==> config.mk <==
export PLATFORM = sky130hd
export DESIGN_NAME = ddr2_init_seq
export DESIGN_NICKNAME = d
export VERILOG_FILES = /design/src/rtl/ddr2_init_pkg.sv /design/src/rtl/ddr2_bank_ofs.sv /design/src/rtl/ddr2_wait_timer.sv /design/src/rtl/ddr2_init_seq.sv
export SDC_FILE = /design/constraint.sdc
export NUM_CORES = 1
export LEC_CHECK = 0
export ABC_AREA = 1
export ABC_CLOCK_PERIOD_IN_PS = 7350
export BUFFER_PORTS_ARGS = -buffer_cell sky130_fd_sc_hd__buf_4
export CORE_ASPECT_RATIO = 1.2
export CORE_UTILIZATION = 63
export CTS_BUF_LIST = sky130_fd_sc_hd__clkbuf_4 sky130_fd_sc_hd__clkbuf_8
export CTS_CLUSTER_SIZE = 24
export DETAILED_ROUTE_END_ITERATION = 12
export PLACE_DENSITY_LB_ADDON = 0.08
export SETUP_SLACK_MARGIN = 0.2
export SLEW_MARGIN = 10
export SYNTH_ARGS = -nofsm -noshare
export SYNTH_HDL_FRONTEND = slang
export SYNTH_SLANG_ARGS = --single-unit
==> constraint.sdc <==
create_clock -name clk -period 7.35 [get_ports clk]
set_input_delay 1.47 -clock clk [delete_from_list [all_inputs] [get_ports clk]]
set_output_delay 1.47 -clock clk [all_outputs]
set_load 0.005 [all_outputs]
==> src/rtl/ddr2_init_pkg.sv <==
package ddr2_init_pkg;

    typedef enum logic [2:0] {
        CMD_NORMAL = 3'd0,
        CMD_NOP    = 3'd1,
        CMD_PALL   = 3'd2,
        CMD_MRS    = 3'd3,
        CMD_REF    = 3'd4,
        CMD_EMRS   = 3'd5,
        CMD_DPD    = 3'd6,
        CMD_LP2    = 3'd7
    } ddr_cmd_e;

    typedef enum logic [4:0] {
        ST_IDLE, ST_NOP_A, ST_WAIT, ST_NOP_B, ST_PALL_A,
        ST_EMR2, ST_EMR3, ST_EMR1_A, ST_MRS_A, ST_PALL_B,
        ST_REF_A, ST_REF_B, ST_MRS_B, ST_EMR1_OCD, ST_EMR1_EXIT,
        ST_NORMAL, ST_DUMMY, ST_RTR, ST_DONE
    } seq_st_e;

    localparam int OFS_W = 5;
    localparam logic [2:0] OCD_ON = 3'b111;

endpackage

==> src/rtl/ddr2_bank_ofs.sv <==
module ddr2_bank_ofs
    import ddr2_init_pkg::*;
(
    input  logic [1:0]       col_code_i,
    input  logic [1:0]       row_code_i,
    input  logic             interleave_i,
    input  logic             bus16_i,
    output logic [OFS_W-1:0] ofs_o
);
    logic [OFS_W-1:0] col_term;
    logic [OFS_W-1:0] row_term;
    logic [OFS_W-1:0] bus_term;

    always_comb begin
        col_term = OFS_W'(col_code_i) + OFS_W'(9);
        row_term = interleave_i ? '0 : (OFS_W'(row_code_i) + OFS_W'(11));
        bus_term = bus16_i ? OFS_W'(1) : OFS_W'(2);
        ofs_o    = col_term + row_term + bus_term;
    end
endmodule

==> src/rtl/ddr2_wait_timer.sv <==
module ddr2_wait_timer #(
    parameter int WW = 16
) (
    input  logic          clk,
    input  logic          rst,
    input  logic          load_i,
    input  logic [WW-1:0] load_val_i,
    input  logic          run_i,
    output logic          expired_o
);
    logic [WW-1:0] cnt_q;

    always_ff @(posedge clk) begin
        if (rst)
            cnt_q <= '0;
        else if (load_i)
            cnt_q <= load_val_i;
        else if (run_i && cnt_q != '0)
            cnt_q <= cnt_q - 1'b1;
    end

    assign expired_o = (cnt_q == '0);
endmodule

==> src/rtl/ddr2_init_seq.sv <==
module ddr2_init_seq
    import ddr2_init_pkg::*;
#(
    parameter int AW = 32,
    parameter int WW = 16
) (
    input  logic          clk,
    input  logic          rst,
    input  logic          start_i,
    input  logic [1:0]    col_code_i,
    input  logic [1:0]    row_code_i,
    input  logic          interleave_i,
    input  logic          bus16_i,
    input  logic [AW-1:0] base_addr_i,
    input  logic [WW-1:0] wait_cnt_i,
    input  logic          cmd_ack_i,
    output logic          cmd_valid_o,
    output logic [2:0]    cmd_code_o,
    output logic [AW-1:0] cmd_addr_o,
    output logic          dll_rst_o,
    output logic [2:0]    ocd_dflt_o,
    output logic          rtr_load_o,
    output logic          done_o
);
    localparam int SEL_PAD = AW - 2;

    seq_st_e          state, state_nx;
    logic [AW-1:0]    base_q;
    logic [OFS_W-1:0] ofs_q, ofs_calc;
    logic             dll_q;
    logic [2:0]       ocd_q;
    logic             wait_done;
    logic [1:0]       bank_sel;
    logic             fire;

    ddr2_bank_ofs u_ofs (
        .col_code_i   (col_code_i),
        .row_code_i   (row_code_i),
        .interleave_i (interleave_i),
        .bus16_i      (bus16_i),
        .ofs_o        (ofs_calc)
    );

    ddr2_wait_timer #(.WW(WW)) u_wait (
        .clk        (clk),
        .rst        (rst),
        .load_i     (state == ST_NOP_A && cmd_ack_i),
        .load_val_i (wait_cnt_i),
        .run_i      (state == ST_WAIT),
        .expired_o  (wait_done)
    );

    assign fire = cmd_valid_o && cmd_ack_i;

    // state register
    always_ff @(posedge clk) begin
        if (rst) state <= ST_IDLE;
        else     state <= state_nx;
    end

    // captured settings and configuration flags
    always_ff @(posedge clk) begin
        if (rst) begin
            base_q <= '0;
            ofs_q  <= '0;
            dll_q  <= 1'b0;
            ocd_q  <= 3'b000;
        end else begin
            if (state == ST_IDLE && start_i) begin
                base_q <= base_addr_i;
                ofs_q  <= ofs_calc;
            end
            if (fire) begin
                unique case (state)
                    ST_EMR1_A:   dll_q <= 1'b1;
                    ST_REF_B:    dll_q <= 1'b0;
                    ST_MRS_B:    ocd_q <= OCD_ON;
                    ST_EMR1_OCD: ocd_q <= 3'b000;
                    default: ;
                endcase
            end
        end
    end

    // next state
    always_comb begin
        state_nx = state;
        unique case (state)
            ST_IDLE:      if (start_i)   state_nx = ST_NOP_A;
            ST_NOP_A:     if (cmd_ack_i) state_nx = ST_WAIT;
            ST_WAIT:      if (wait_done) state_nx = ST_NOP_B;
            ST_NOP_B:     if (cmd_ack_i) state_nx = ST_PALL_A;
            ST_PALL_A:    if (cmd_ack_i) state_nx = ST_EMR2;
            ST_EMR2:      if (cmd_ack_i) state_nx = ST_EMR3;
            ST_EMR3:      if (cmd_ack_i) state_nx = ST_EMR1_A;
            ST_EMR1_A:    if (cmd_ack_i) state_nx = ST_MRS_A;
            ST_MRS_A:     if (cmd_ack_i) state_nx = ST_PALL_B;
            ST_PALL_B:    if (cmd_ack_i) state_nx = ST_REF_A;
            ST_REF_A:     if (cmd_ack_i) state_nx = ST_REF_B;
            ST_REF_B:     if (cmd_ack_i) state_nx = ST_MRS_B;
            ST_MRS_B:     if (cmd_ack_i) state_nx = ST_EMR1_OCD;
            ST_EMR1_OCD:  if (cmd_ack_i) state_nx = ST_EMR1_EXIT;
            ST_EMR1_EXIT: if (cmd_ack_i) state_nx = ST_NORMAL;
            ST_NORMAL:    if (cmd_ack_i) state_nx = ST_DUMMY;
            ST_DUMMY:     if (cmd_ack_i) state_nx = ST_RTR;
            ST_RTR:       state_nx = ST_DONE;
            ST_DONE:      state_nx = ST_IDLE;
            default:      state_nx = ST_IDLE;
        endcase
    end

    // outputs
    always_comb begin
        cmd_valid_o = 1'b1;
        cmd_code_o  = CMD_NORMAL;
        bank_sel    = 2'd0;
        rtr_load_o  = 1'b0;
        done_o      = 1'b0;
        unique case (state)
            ST_IDLE, ST_WAIT:       cmd_valid_o = 1'b0;
            ST_NOP_A, ST_NOP_B:     cmd_code_o  = CMD_NOP;
            ST_PALL_A, ST_PALL_B:   cmd_code_o  = CMD_PALL;
            ST_EMR2: begin
                cmd_code_o = CMD_EMRS;
                bank_sel   = 2'd2;
            end
            ST_EMR3: begin
                cmd_code_o = CMD_EMRS;
                bank_sel   = 2'd3;
            end
            ST_EMR1_A, ST_EMR1_OCD, ST_EMR1_EXIT: begin
                cmd_code_o = CMD_EMRS;
                bank_sel   = 2'd1;
            end
            ST_MRS_A, ST_MRS_B:     cmd_code_o  = CMD_MRS;
            ST_REF_A, ST_REF_B:     cmd_code_o  = CMD_REF;
            ST_NORMAL, ST_DUMMY:    cmd_code_o  = CMD_NORMAL;
            ST_RTR: begin
                cmd_valid_o = 1'b0;
                rtr_load_o  = 1'b1;
            end
            ST_DONE: begin
                cmd_valid_o = 1'b0;
                done_o      = 1'b1;
            end
            default: cmd_valid_o = 1'b0;
        endcase
        cmd_addr_o = base_q + ({{SEL_PAD{1'b0}}, bank_sel} << ofs_q);
    end

    assign dll_rst_o  = dll_q;
    assign ocd_dflt_o = ocd_q;

    // command held until accepted
    p_hold_r3: assert property (@(posedge clk) disable iff (rst)
        cmd_valid_o && !cmd_ack_i |=> cmd_valid_o && $stable(cmd_code_o) && $stable(cmd_addr_o));

    // done follows the refresh-rate load pulse
    p_done_after_rtr_r10: assert property (@(posedge clk) disable iff (rst)
        rtr_load_o |=> done_o && !rtr_load_o);

    p_done_pulse_r10: assert property (@(posedge clk) disable iff (rst)
        done_o |=> !done_o);

    // OCD default only while an extended mode cycle is presented
    p_ocd_on_emrs_r9: assert property (@(posedge clk) disable iff (rst)
        (ocd_dflt_o != 3'b000) |-> cmd_valid_o && cmd_code_o == CMD_EMRS);

    // DLL reset never overlaps OCD default
    p_dll_no_ocd_r8: assert property (@(posedge clk) disable iff (rst)
        dll_rst_o |-> ocd_dflt_o == 3'b000);

    // no strobe while idle-equivalent outputs pulse
    p_quiet_ends_r1: assert property (@(posedge clk) disable iff (rst)
        (rtr_load_o || done_o) |-> !cmd_valid_o);

endmodule

== Yosys cells after proc, flatten, opt, wreduce, memory -nomap -nowiden ==
Index checks and enable logic that the tools add are counted.

* Add/sub/neg operators: 6
* $mul: 0
* Divide/modulo/power cells: 0
* Magnitude comparators: 0
* Eq/ne operators: 35
* Shift-type cells: 1
* Muxes and demuxes: 29
* Bitwise gates (word level): 0
* Reduce and logical (&&, ||, !) cells: 20

{| class="wikitable"
|+ Operators with widths
! operator !! number
|-
| 5-bit 2-to-1 mux || 18
|-
| 5-bit case mux with 18 select lines || 1
|-
| 5-bit by 4-bit equality test with 1-bit output (second input constant) || 8
|-
| 2-bit inequality test (second input constant) || 17
|-
| 32-bit adder || 1
|-
| 16-bit 2-to-1 mux || 2
|-
| 2-bit by 5-bit left shift with 32-bit output || 1
|-
| 5-bit by 3-bit equality test with 1-bit output (second input constant) || 4
|-
| 17-bit AND reduction || 1
|-
| 16-bit zero test || 1
|-
| 16-bit nonzero test || 1
|-
| 16-bit by 1-bit subtractor with 16-bit output (second input constant) || 1
|-
| 5-bit equality test (second input constant) || 3
|-
| 3-bit case mux with 5 select lines || 1
|-
| 15-bit OR reduction || 1
|-
| 2-bit by 4-bit adder with 5-bit output (second input constant) || 2
|-
| 5-bit adder || 2
|-
| 5-bit by 2-bit equality test with 1-bit output (second input constant) || 2
|-
| 2-bit OR reduction || 4
|-
| 2-bit case mux with 3 select lines || 1
|-
| 3-bit case mux with 2 select lines || 1
|-
| 2-bit nonzero test || 3
|-
| 5-bit by 1-bit equality test with 1-bit output (second input constant) || 1
|-
| 5-bit zero test || 1
|-
| other kinds (7) || 13
|}

* Register bits after elaboration: 62
* Latch bits: 0
* RAM bits: 0
* ROM bits: 0
* Output and inout port bits: 42
* Logic and storage cells: 97
* Memories kept: 0

== Logic depth before layout (Yosys ltp) ==
Gate-level depths: netlist (run 1).

* Depth in word-level cells: 5
* Gate-level depth with buffers: 23
* Gate-level depth less buffers: 22

== Modules after synthesis ==
From an unflattened synthesis (run 1), not the netlist that was laid out.

* Cell total of the unflattened synthesis: 950
* Area total of the unflattened synthesis: 5529.1 um2

{| class="wikitable"
|+ By module, submodules not included
! module !! times used !! cells an instance !! area each (um2) !! seq. area each (um2)
|-
| ddr2_init_seq || 1 || 695 || 4098.9 || 880.8
|-
| ddr2_wait_timer || 1 || 220 || 1206.2 || 320.3
|-
| ddr2_bank_ofs || 1 || 35 || 224.0 || 0.0
|}

== Worst setup path after synthesis (run 1) ==
No wires, ideal clock.

* Path type: reg2out
* Start: register state[4]
* End: output port cmd_addr_o[21]
* Arrival: 2.566 ns
* Path slack: 3.314 ns
* Cell stages (with the launch flop): 18
* Cells stage by stage: dfxtp_1 -> inv_2 -> buf_6 -> nand3_1 -> nand3_1 -> nand2_1 -> nor3_1 -> a31oi_1 -> nor2_1 -> ha_1 -> nand2_1 -> nor2_1 -> nand2_1 -> o21ai_0 -> nand3_1 -> nand2_1 -> nand2_1 -> nand2_1

* Cells in the longest elaborated chain, start to end: 5

{| class="wikitable"
|+ Ends and longest elaborated chain
! element !! line !! RTL
|-
| start, declared || ddr2_init_seq.sv:27 || <nowiki>seq_st_e state, state_nx;</nowiki>
|-
| start signal, assigned || ddr2_init_seq.sv:58 || <nowiki>else state <= state_nx;</nowiki>
|-
| 5-bit by 3-bit equality test with 1-bit output or 5-bit by 4-bit equality test with 1-bit output (tied branches) || ddr2_init_seq.sv:119 || <nowiki>unique case (state)</nowiki>
|-
| 3-bit OR reduction || n/a ||
|-
| 2-bit case mux with 3 select lines (*) || ddr2_init_seq.sv:119 ||
|-
| 2-bit by 5-bit left shift with 32-bit output (*) || ddr2_init_seq.sv:148 || <nowiki>cmd_addr_o = base_q + ({{SEL_PAD{1'b0}}, bank_sel} << ofs_q);</nowiki>
|-
| 32-bit adder (*) || ddr2_init_seq.sv:148 ||
|-
| end, declared || ddr2_init_seq.sv:19 || <nowiki>output logic [AW-1:0] cmd_addr_o,</nowiki>
|}

Mark *: on every way between the ends. The rest lies on a longest branch, timed or not.

== Final worst setup path (run 1) ==
* Start: register state[2]
* End: output port cmd_addr_o[27]

Same word-level chain as after synthesis.

==> impl_metrics.json, run 1 <==
{
  "chipHeight_um": 103,
  "grt_max_degree": 53,
  "n_antenna_cell": 0,
  "grt-ovfl-total": 0,
  "path_class": "register to output pin",
  "area_growth_syn_to_layout_pct": 17.7,
  "route.vias.total": 6382,
  "holdPathStages": 2,
  "crit_arrival_ps": 3920,
  "power_density_nw_per_um2": 333,
  "syn_avg_cell_area_sq_um": 6.01,
  "finalSetupTns_ps": 0,
  "ir_worst_vdd_uv": 341,
  "async_reset_ff_frac": 0,
  "holdWs_ps": 478,
  "skew_ps": 14.6,
  "top_usage_layer": "met2",
  "insertion_delay_ps": 360,
  "ctsResizeCount": 0,
  "hold_viol": 0,
  "grt_use_met3": 0.0635,
  "synth_ff_type": "dfxtp_1",
  "grt_setup_unrepaired": "no",
  "place_hpwl_mm": 12.3,
  "setup_viol": 0,
  "yosys.area.top_type": "dfxtp_1",
  "drt.antenna.violating_nets": 0,
  "postCtsHoldBufs": 0,
  "numCtsBuffers": 9,
  "synth-seq-cells": 60,
  "worstSetupEndpointType": "output pin",
  "placed_area_sq_um": 6130,
  "initial_core_util": 0.656,
  "syn_inst": 895,
  "drt_iter0_drc": 388,
  "clockRootBuffer": "clkbuf_8",
  "ys_types": 39,
  "synthesis.nets": 993,
  "slew_headroom": 0.581,
  "syn_area_sq_um": 5380,
  "synth_edf_count": 0,
  "dp.cells": 1086,
  "post_cts_buffers": 0,
  "htreeDepth": 3,
  "cts_tree": "yes",
  "core-area_sq_um": 8200,
  "leakage_nw": 3.33,
  "r2r_cells": 7,
  "rows": 36,
  "critPathMaxFanout": 6,
  "gp_congestion": 1.04,
  "grtUsageMet1": 0.409,
  "drive_gt1_frac": 0.138,
  "drc_errors": 0,
  "pre_cts_ws_ps": 2480,
  "fin_crit_sh": 0.734,
  "maxCapViolCount": 0,
  "clock.fmax_mhz": 185,
  "antenna_found_initial": 0,
  "path_clk_slew_ps": 80,
  "synth_top_area_share": 0.223,
  "pin_count": 100,
  "drt-total-wl_mm": 16.0,
  "outcome": "completed",
  "setup_slack_ps": 1960,
  "synthTopCellsByArea": "dfxtp_1, nand2_1, nor2_1",
  "grtUsageTotal": 0.370,
  "die-area_sq_um": 8910,
  "grt_pass1_vias": 5858,
  "portBuffers": 99,
  "required_ps": 5880,
  "nNetsFinal": 1081,
  "grt_pass1_wl_mm": 26.0,
  "design_area_sq_um": 6330,
  "maxSlewViolCount": 0,
  "cts_num_sinks": 60,
  "dr.pass1.iters": 8,
  "met2_usage": 0.678,
  "routed_via_density": 5.79,
  "crit_path_start_kind": "register",
  "yosys_warnings": 0,
  "worst_slew_pin_slew_ps": 628,
  "max-clock-path-buffers": 2,
  "ys_seq_area_frac": 0.223,
  "drt-wirelength-per-cell_um": 14.5,
  "fillerInstances": 676,
  "min_path_type": "register to register",
  "die_w_um": 86.4,
  "fin_cells": 1102,
  "period_needed_ps": 5390
}
## metal layers
metal,vias up,wire [um]
met1,2867,6130
met4,0,780
met5,-,0
met3,76,1080
li1,3104,-
met2,335,8010
## final cells by class
type                    instances  area, sq um  area share
clock inverters                 6         63.8      0.0101
inverters                      97          364      0.0575
repair buffers                100          751       0.119
flip-flops and latches         60         1200       0.190
clock buffers                  10          138      0.0217
multi-input cells             715         3670       0.580
well taps                     114          143      0.0225
## worst max-delay path, cell delays in order (launching register included)
cell and delay [ps]:
dfxtp_1 490, inv_1 90, nor2_1 210, nand3_1 180, nand3_1 170, nand2_1 90
a21oi_1 210, nand2_1 220, nor2_1 250, ha_1 290, nand3_1 90, nand3_1 150
nand2_1 100, nand3_1 140, a21oi_1 360, inv_1 80, nand2_1 130, nand2_1 80
nand2_1 80, nand2_1 50, buf_4 130
## placed cells by master, fill, tap and decap left out, types with 2 or more instances in the layout
master,instances
a21o_1,4
a21oi_1,59
a31oi_1,7
buf_4,100
clkbuf_8,10
clkinv_2,2
clkinvlp_4,2
dfxtp_1,60
fa_1,3
ha_1,37
inv_1,90
inv_2,6
nand2_1,204
nand2_2,2
nand3_1,58
nand3_2,3
nand4_1,16
nor2_1,179
nor2_2,4
nor3_1,13
o211ai_1,3
o21a_1,2
o21ai_0,72
o21bai_1,8
xnor2_1,5
xor2_1,24
## report_power, final
part / leakage, nW / internal, W / switching [W] / total [W]
Clock: 0.0983 / 0.000165 / 0.000145 / 0.000310
Sequential: 0.492 / 0.000440 / 0.000117 / 0.000557
Combinational: 2.74 / 0.000476 / 0.000764 / 0.00124
## Yosys cell counts (2+ instances only)
library cell,count
clkbuf_1,11
nor2_2,4
nor3_1,13
o21bai_1,8
buf_2,2
xnor2_1,5
inv_1,90
o21ai_0,72
buf_6,4
nand2_2,2
o211ai_1,3
o21a_1,2
nand2_1,204
fa_1,3
dfxtp_1,60
nand4_1,16
nor2_1,179
a21oi_1,59
a31oi_1,7
inv_2,6
nand3_1,58
xor2_1,24
a21o_1,4
buf_4,6
ha_1,37
nand3_2,3
## kinds of logic (layout without fill, tap and decap cells)
group                      Yosys count  after routing  synth area share
AOI/OAI and AO/OA                  159            159             0.159
xor gates and xnor gates            29             29            0.0472
adders and majority gates           40             40            0.0972
buffers and inverters              120            213            0.0940
DFF                                 60             60             0.223
and+or+nand+nor                    487            487             0.379
## per-stage QoR
step	util	power, W
after floorplan	-	0.00143
after global placement	0.748	0.00171
after detailed placement	0.748	0.00176
after CTS	0.772	0.00208
after global routing	0.772	0.00228
final	0.772	0.00211
## registers in the layout, summed over array words and instances (netlist names)
| signal | flops |
|---|---|
| base_q | 32 |
| dll_rst_o | 1 |
| state | 5 |
| ocd_dflt_o | 1 |
| u_wait.cnt_q | 16 |
| ofs_q | 5 |
## path summary, 6_finish.rpt
| path | start | end | slack (ps) |
|---|---|---|---|
| setup / recovery | state[2] | cmd_addr_o[27] | 1960 |
| hold / removal | ocd_dflt_o[1] | ocd_dflt_o[1] | 480 |
| setup reg to reg | state[0] | ofs_q[4] | 4870 |
| hold reg to reg | ocd_dflt_o[1] | ocd_dflt_o[1] | 480 |
Power figures use the tool's default switching activity.
==> run 2: changes to the inputs <==
--- a/config.mk
+++ b/config.mk
@@ -6,10 +6,10 @@
 export NUM_CORES = 1
 export LEC_CHECK = 0
 export ABC_AREA = 1
-export ABC_CLOCK_PERIOD_IN_PS = 7350
+export ABC_CLOCK_PERIOD_IN_PS = 5450
 export BUFFER_PORTS_ARGS = -buffer_cell sky130_fd_sc_hd__buf_4
 export CORE_ASPECT_RATIO = 1.2
-export CORE_UTILIZATION = 63
+export CORE_UTILIZATION = 59
 export CTS_BUF_LIST = sky130_fd_sc_hd__clkbuf_4 sky130_fd_sc_hd__clkbuf_8
 export CTS_CLUSTER_SIZE = 24
 export DETAILED_ROUTE_END_ITERATION = 12
==> constraint.sdc (replaced) <==
create_clock -name clk -period 5.45 [get_ports clk]
set_input_delay 1.09 -clock clk [delete_from_list [all_inputs] [get_ports clk]]
set_output_delay 1.09 -clock clk [all_outputs]
set_load 0.005 [all_outputs]
==> run 2 against run 1 <==
Via count is 4.8% lower. First-iteration DRC count is 11% lower. Critical path depth is 2 lower. Critical path type unchanged. Critical endpoint is now cmd_addr_o[21]. Largest cell class unchanged.
==> impl_metrics.json, run 2 (synthesis results as in run 1) <==
{
  "drt-total-wl_mm": 14.9,
  "die_w_um": 89.2,
  "fin_util": 0.725,
  "place_hpwl_mm": 11.8,
  "regArea_sq_um": 1200,
  "fillerInstances": 842,
  "initial_core_util": 0.618,
  "grtUsageTotal": 0.325,
  "crit_path_start_kind": "register",
  "numCtsBuffers": 9,
  "period_needed_ps": 4790,
  "critPathLaunch": "state[2]",
  "maxSlewViolCount": 0,
  "min-delay-start": "ocd_dflt_o[1]",
  "maxCapViolCount": 0,
  "timing.rr.start": "state[0]",
  "holdPathEnd": "ocd_dflt_o[1]",
  "clock.fmax_mhz": 209,
  "gp_congestion": 0.984,
  "nNetsFinal": 1081,
  "power_density_nw_per_um2": 435,
  "drt_iter0_drc": 344,
  "drive_gt1_frac": 0.137,
  "holdWs_ps": 482,
  "ctsResizeCount": 0,
  "max-clock-path-buffers": 2,
  "drt.antenna.violating_nets": 0,
  "grt_pass1_vias": 5559,
  "largest_register_ff_count": 32,
  "n_antenna_cell": 0,
  "slew_headroom": 0.594,
  "cts_tree": "yes",
  "largestRegisters": "base_q x32, u_wait.cnt_q x16",
  "clockRootBuffer": "clkbuf_8",
  "top_register": "base_q",
  "grt-ovfl-total": 0,
  "setup_viol": 0,
  "finalSetupTns_ps": 0,
  "skew_ps": 11.9,
  "insertion_delay_ps": 350,
  "r2r_cells": 7,
  "grt_pass1_wl_mm": 24.2,
  "route.vias.total": 6078,
  "drt-wirelength-per-cell_um": 13.5,
  "p_total_w": 0.00275,
  "worstSetupEndpointType": "output pin",
  "worst_slew_pin_slew_ps": 608,
  "final_common_cell": "nand2_1",
  "ir_worst_vdd_uv": 372,
  "grt_max_degree": 59,
  "critPathMaxFanout": 6,
  "path_clk_slew_ps": 70,
  "core-area_sq_um": 8700,
  "rows": 37,
  "holdPathStages": 2,
  "design_area_sq_um": 6310,
  "grt_setup_unrepaired": "no",
  "leakage_nw": 3.33,
  "regToRegSetupSlack_ps": 3150,
  "multiInputGateArea_sq_um": 3670,
  "crit_arrival_ps": 3700,
  "fin_crit_sh": 0.879,
  "outcome": "completed",
  "die-area_sq_um": 9500,
  "required_ps": 4360,
  "placed_area_sq_um": 6130,
  "postCtsHoldBufs": 0,
  "r2r_end": "u_wait.cnt_q[13]",
  "portBuffers": 99,
  "post_cts_buffers": 0,
  "hold_viol": 0,
  "htreeDepth": 3,
  "area_growth_syn_to_layout_pct": 17.3,
  "path_class": "register to output pin",
  "pin_count": 100,
  "dr.pass1.iters": 5,
  "min_path_type": "register to register",
  "routed_via_density": 5.51,
  "chipHeight_um": 107,
  "drc_errors": 0,
  "cts_num_sinks": 60,
  "mostFrequentLayoutCells": "nand2_1, nor2_1, buf_4",
  "antenna_found_initial": 0
}
run 2: changes by cell type in the layout (fill, tap and decap cells not counted), sizes merged:
| cell | change |
|---|---|
| bufinv | -1 |
| clkbuf | +3 |
| clkinv | -1 |
| clkinvlp | -2 |
run 2: worst max-delay path by stage:
stage	endpoint	cells after the start
global route	cmd_addr_o[26]	20
finish	cmd_addr_o[21]	18
CTS	cmd_addr_o[26]	20
detailed placement	cmd_addr_o[27]	20
global placement	cmd_addr_o[21]	18
floorplan	cmd_addr_o[21]	17
run 2: report_power, final:
part	internal [W]	total, W	switching [W]
registers	0.000593	0.000747	0.000153
clock network	0.000196	0.000377	0.000181
logic	0.000640	0.00162	0.000982
run 2: critical path: stages, from the launching register on:
cell     delay [ps]
dfxtp_1         470
inv_1            90
nor2_1          210
nand3_1         190
nand3_1         170
nand2_1          80
a21oi_1         180
nand2_1         170
nor2_1          220
ha_1            270
nand3_1          80
nand3_1         130
a21oi_1         350
o21ai_0         270
nand3_1         160
nand2_1          60
nand2_1          70
nand2_1          50
buf_4           130
run 2: through the flow:
step           setup slack, ps  cells
2_1_floorplan             1790    895
3_3_place_gp              1220   1089
3_5_place_dp              1130   1089
4_1_cts                    720   1104
5_1_grt                    284   1104
6_report                   659   1104
run 2: routing by layer:
layer | GRT usage | routed length (um) | vias to the layer above
met1 | 0.383 | 6220 | 2709
met4 | 0.126 | 452 | 0
met2 | 0.580 | 7470 | 220
li1 | - | - | 3105
met5 | 0 | 0 | -
met3 | 0.0477 | 796 | 44
run 2: cell type report:
cell class	count	share of cell area
Multi-Input combinational cell	715	0.582
Sequential cell	60	0.190
Timing Repair Buffer	100	0.119
Inverter	97	0.0577
Clock buffer	13	0.0264
Tap cell	117	0.0232
Clock inverter	2	0.00159
==> run 3: changes to the inputs <==
--- a/config.mk
+++ b/config.mk
@@ -10,7 +10,7 @@
 export BUFFER_PORTS_ARGS = -buffer_cell sky130_fd_sc_hd__buf_4
 export CORE_ASPECT_RATIO = 1.2
 export CORE_UTILIZATION = 59
-export CTS_BUF_LIST = sky130_fd_sc_hd__clkbuf_4 sky130_fd_sc_hd__clkbuf_8
+export CTS_BUF_LIST = sky130_fd_sc_hd__clkbuf_8
 export CTS_CLUSTER_SIZE = 24
 export DETAILED_ROUTE_END_ITERATION = 12
 export PLACE_DENSITY_LB_ADDON = 0.08
==> run 3 against run 2 <==
Fmax rose by 0.47%. Clock-buffer cell count down 2. Routed wire length fell by 0.11%. Non-clock buffer count unchanged. First-iteration DRC count down 2.3%. Clock skew decreased by 2.6 ps. Cell count did not move. Worst setup slack improved by 23 ps. Sequential power barely moved. Die area is the same. Critical path depth is the same. Clock power fell by 4%.
==> impl_metrics.json, run 3 (synthesis results as in run 1) <==
{
  "outcome": "completed",
  "gp_congestion": 0.984,
  "finalSetupTns_ps": 0,
  "dr.pass1.iters": 5,
  "grt_pass1_vias": 5554,
  "rows": 37,
  "pin_count": 100,
  "placed_area_sq_um": 6130,
  "power_density_nw_per_um2": 433,
  "worstSetupEndpointType": "output pin",
  "leakage_nw": 3.33,
  "drt-wirelength-per-cell_um": 13.5,
  "largestRegisters": "base_q x32, u_wait.cnt_q x16",
  "min_path_type": "register to register",
  "crit_arrival_ps": 3680,
  "place_hpwl_mm": 11.8,
  "grtUsageTotal": 0.325,
  "portBuffers": 99,
  "post_cts_buffers": 0,
  "grt-ovfl-total": 0,
  "mostFrequentLayoutCells": "nand2_1, nor2_1, buf_4",
  "hold_viol": 0,
  "ctsResizeCount": 0,
  "maxCapViolCount": 0,
  "critPathMaxFanout": 6,
  "die-area_sq_um": 9500,
  "initial_core_util": 0.618,
  "top_register": "base_q",
  "drt-total-wl_mm": 14.9,
  "skew_ps": 9.24,
  "design_area_sq_um": 6300,
  "slew_headroom": 0.594,
  "die_w_um": 89.2,
  "regToRegSetupSlack_ps": 3150,
  "ir_worst_vdd_uv": 373,
  "largest_register_ff_count": 32,
  "max-clock-path-buffers": 2,
  "maxSlewViolCount": 0,
  "final_common_cell": "nand2_1",
  "drive_gt1_frac": 0.135,
  "path_clk_slew_ps": 70,
  "setup_viol": 0,
  "antenna_found_initial": 0,
  "fillerInstances": 842,
  "chipHeight_um": 107,
  "drt_iter0_drc": 336,
  "n_antenna_cell": 0,
  "insertion_delay_ps": 350,
  "required_ps": 4360,
  "regArea_sq_um": 1200,
  "dp.cells": 1089,
  "core-area_sq_um": 8700,
  "cts_num_sinks": 60,
  "crit_path_start_kind": "register",
  "htreeDepth": 3,
  "numCtsBuffers": 9,
  "area_growth_syn_to_layout_pct": 17.2,
  "drc_errors": 0,
  "cts_tree": "yes",
  "routed_via_density": 5.49,
  "grt_setup_unrepaired": "no",
  "worst_slew_pin_slew_ps": 609,
  "drt.antenna.violating_nets": 0,
  "multiInputGateArea_sq_um": 3670,
  "fin_cells": 1104,
  "postCtsHoldBufs": 0,
  "r2r_cells": 7,
  "holdPathStages": 2,
  "clockRootBuffer": "clkbuf_8",
  "grt_pass1_wl_mm": 24.3,
  "grt_max_degree": 59,
  "route.vias.total": 6064,
  "fin_crit_sh": 0.875,
  "nNetsFinal": 1081,
  "period_needed_ps": 4770,
  "path_class": "register to output pin",
  "clock.fmax_mhz": 210
}
[run 3: per-layer routing]
layer	vias to the layer above	global-route usage	share of wire	wire length, um
met5	-	0	0	0
met4	0	0.128	0.030	453
met3	39	0.0485	0.057	848
met2	229	0.579	0.50	7470
met1	2695	0.383	0.41	6160
li1	3101	-	-	-
[run 3: final cells by class]
cell class | count | share of cell area
Clock buffer | 11 | 0.0240
Sequential cell | 60 | 0.191
Multi-Input combinational cell | 715 | 0.583
Tap cell | 117 | 0.0232
Timing Repair Buffer | 100 | 0.119
Inverter | 97 | 0.0578
Clock inverter | 4 | 0.00278
[run 3: final timing paths]
kind / start / end
min reg2reg: ocd_dflt_o[1] / ocd_dflt_o[1]
max: state[2] / cmd_addr_o[21]
max reg2reg: state[0] / u_wait.cnt_q[13]
min: ocd_dflt_o[1] / ocd_dflt_o[1]
[run 3: critical path: stages (launching register included)]
cell	delay, ps
dfxtp_1	470
inv_1	90
nor2_1	200
nand3_1	190
nand3_1	170
nand2_1	110
a21oi_1	210
nand2_1	160
nor2_1	150
ha_1	290
nand3_1	90
nand3_1	130
a21oi_1	340
o21ai_0	270
nand3_1	160
nand2_1	60
nand2_1	70
nand2_1	50
buf_4	130
[run 3: where the power goes]
group          leakage [nW]  switching (W)  internal (W)  total, W
sequential            0.492       0.000154      0.000593  0.000747
combinational          2.74       0.000982      0.000640   0.00162
clock                0.0976       0.000179      0.000183  0.000362
[run 3: metrics by stage]
| step | util | hold slack, ps | worst slack [ps] | power [W] |
|---|---|---|---|---|
| 3_3_place_gp | 0.705 | 467 | 1220 | 0.00233 |
| 3_5_place_dp | 0.705 | 471 | 1130 | 0.00235 |
| 5_1_grt | 0.724 | 514 | 285 | 0.00301 |
| 6_report | 0.724 | 479 | 682 | 0.00273 |
| 2_1_floorplan | - | 448 | 1790 | 0.00192 |
| 4_1_cts | 0.724 | 484 | 722 | 0.00272 |
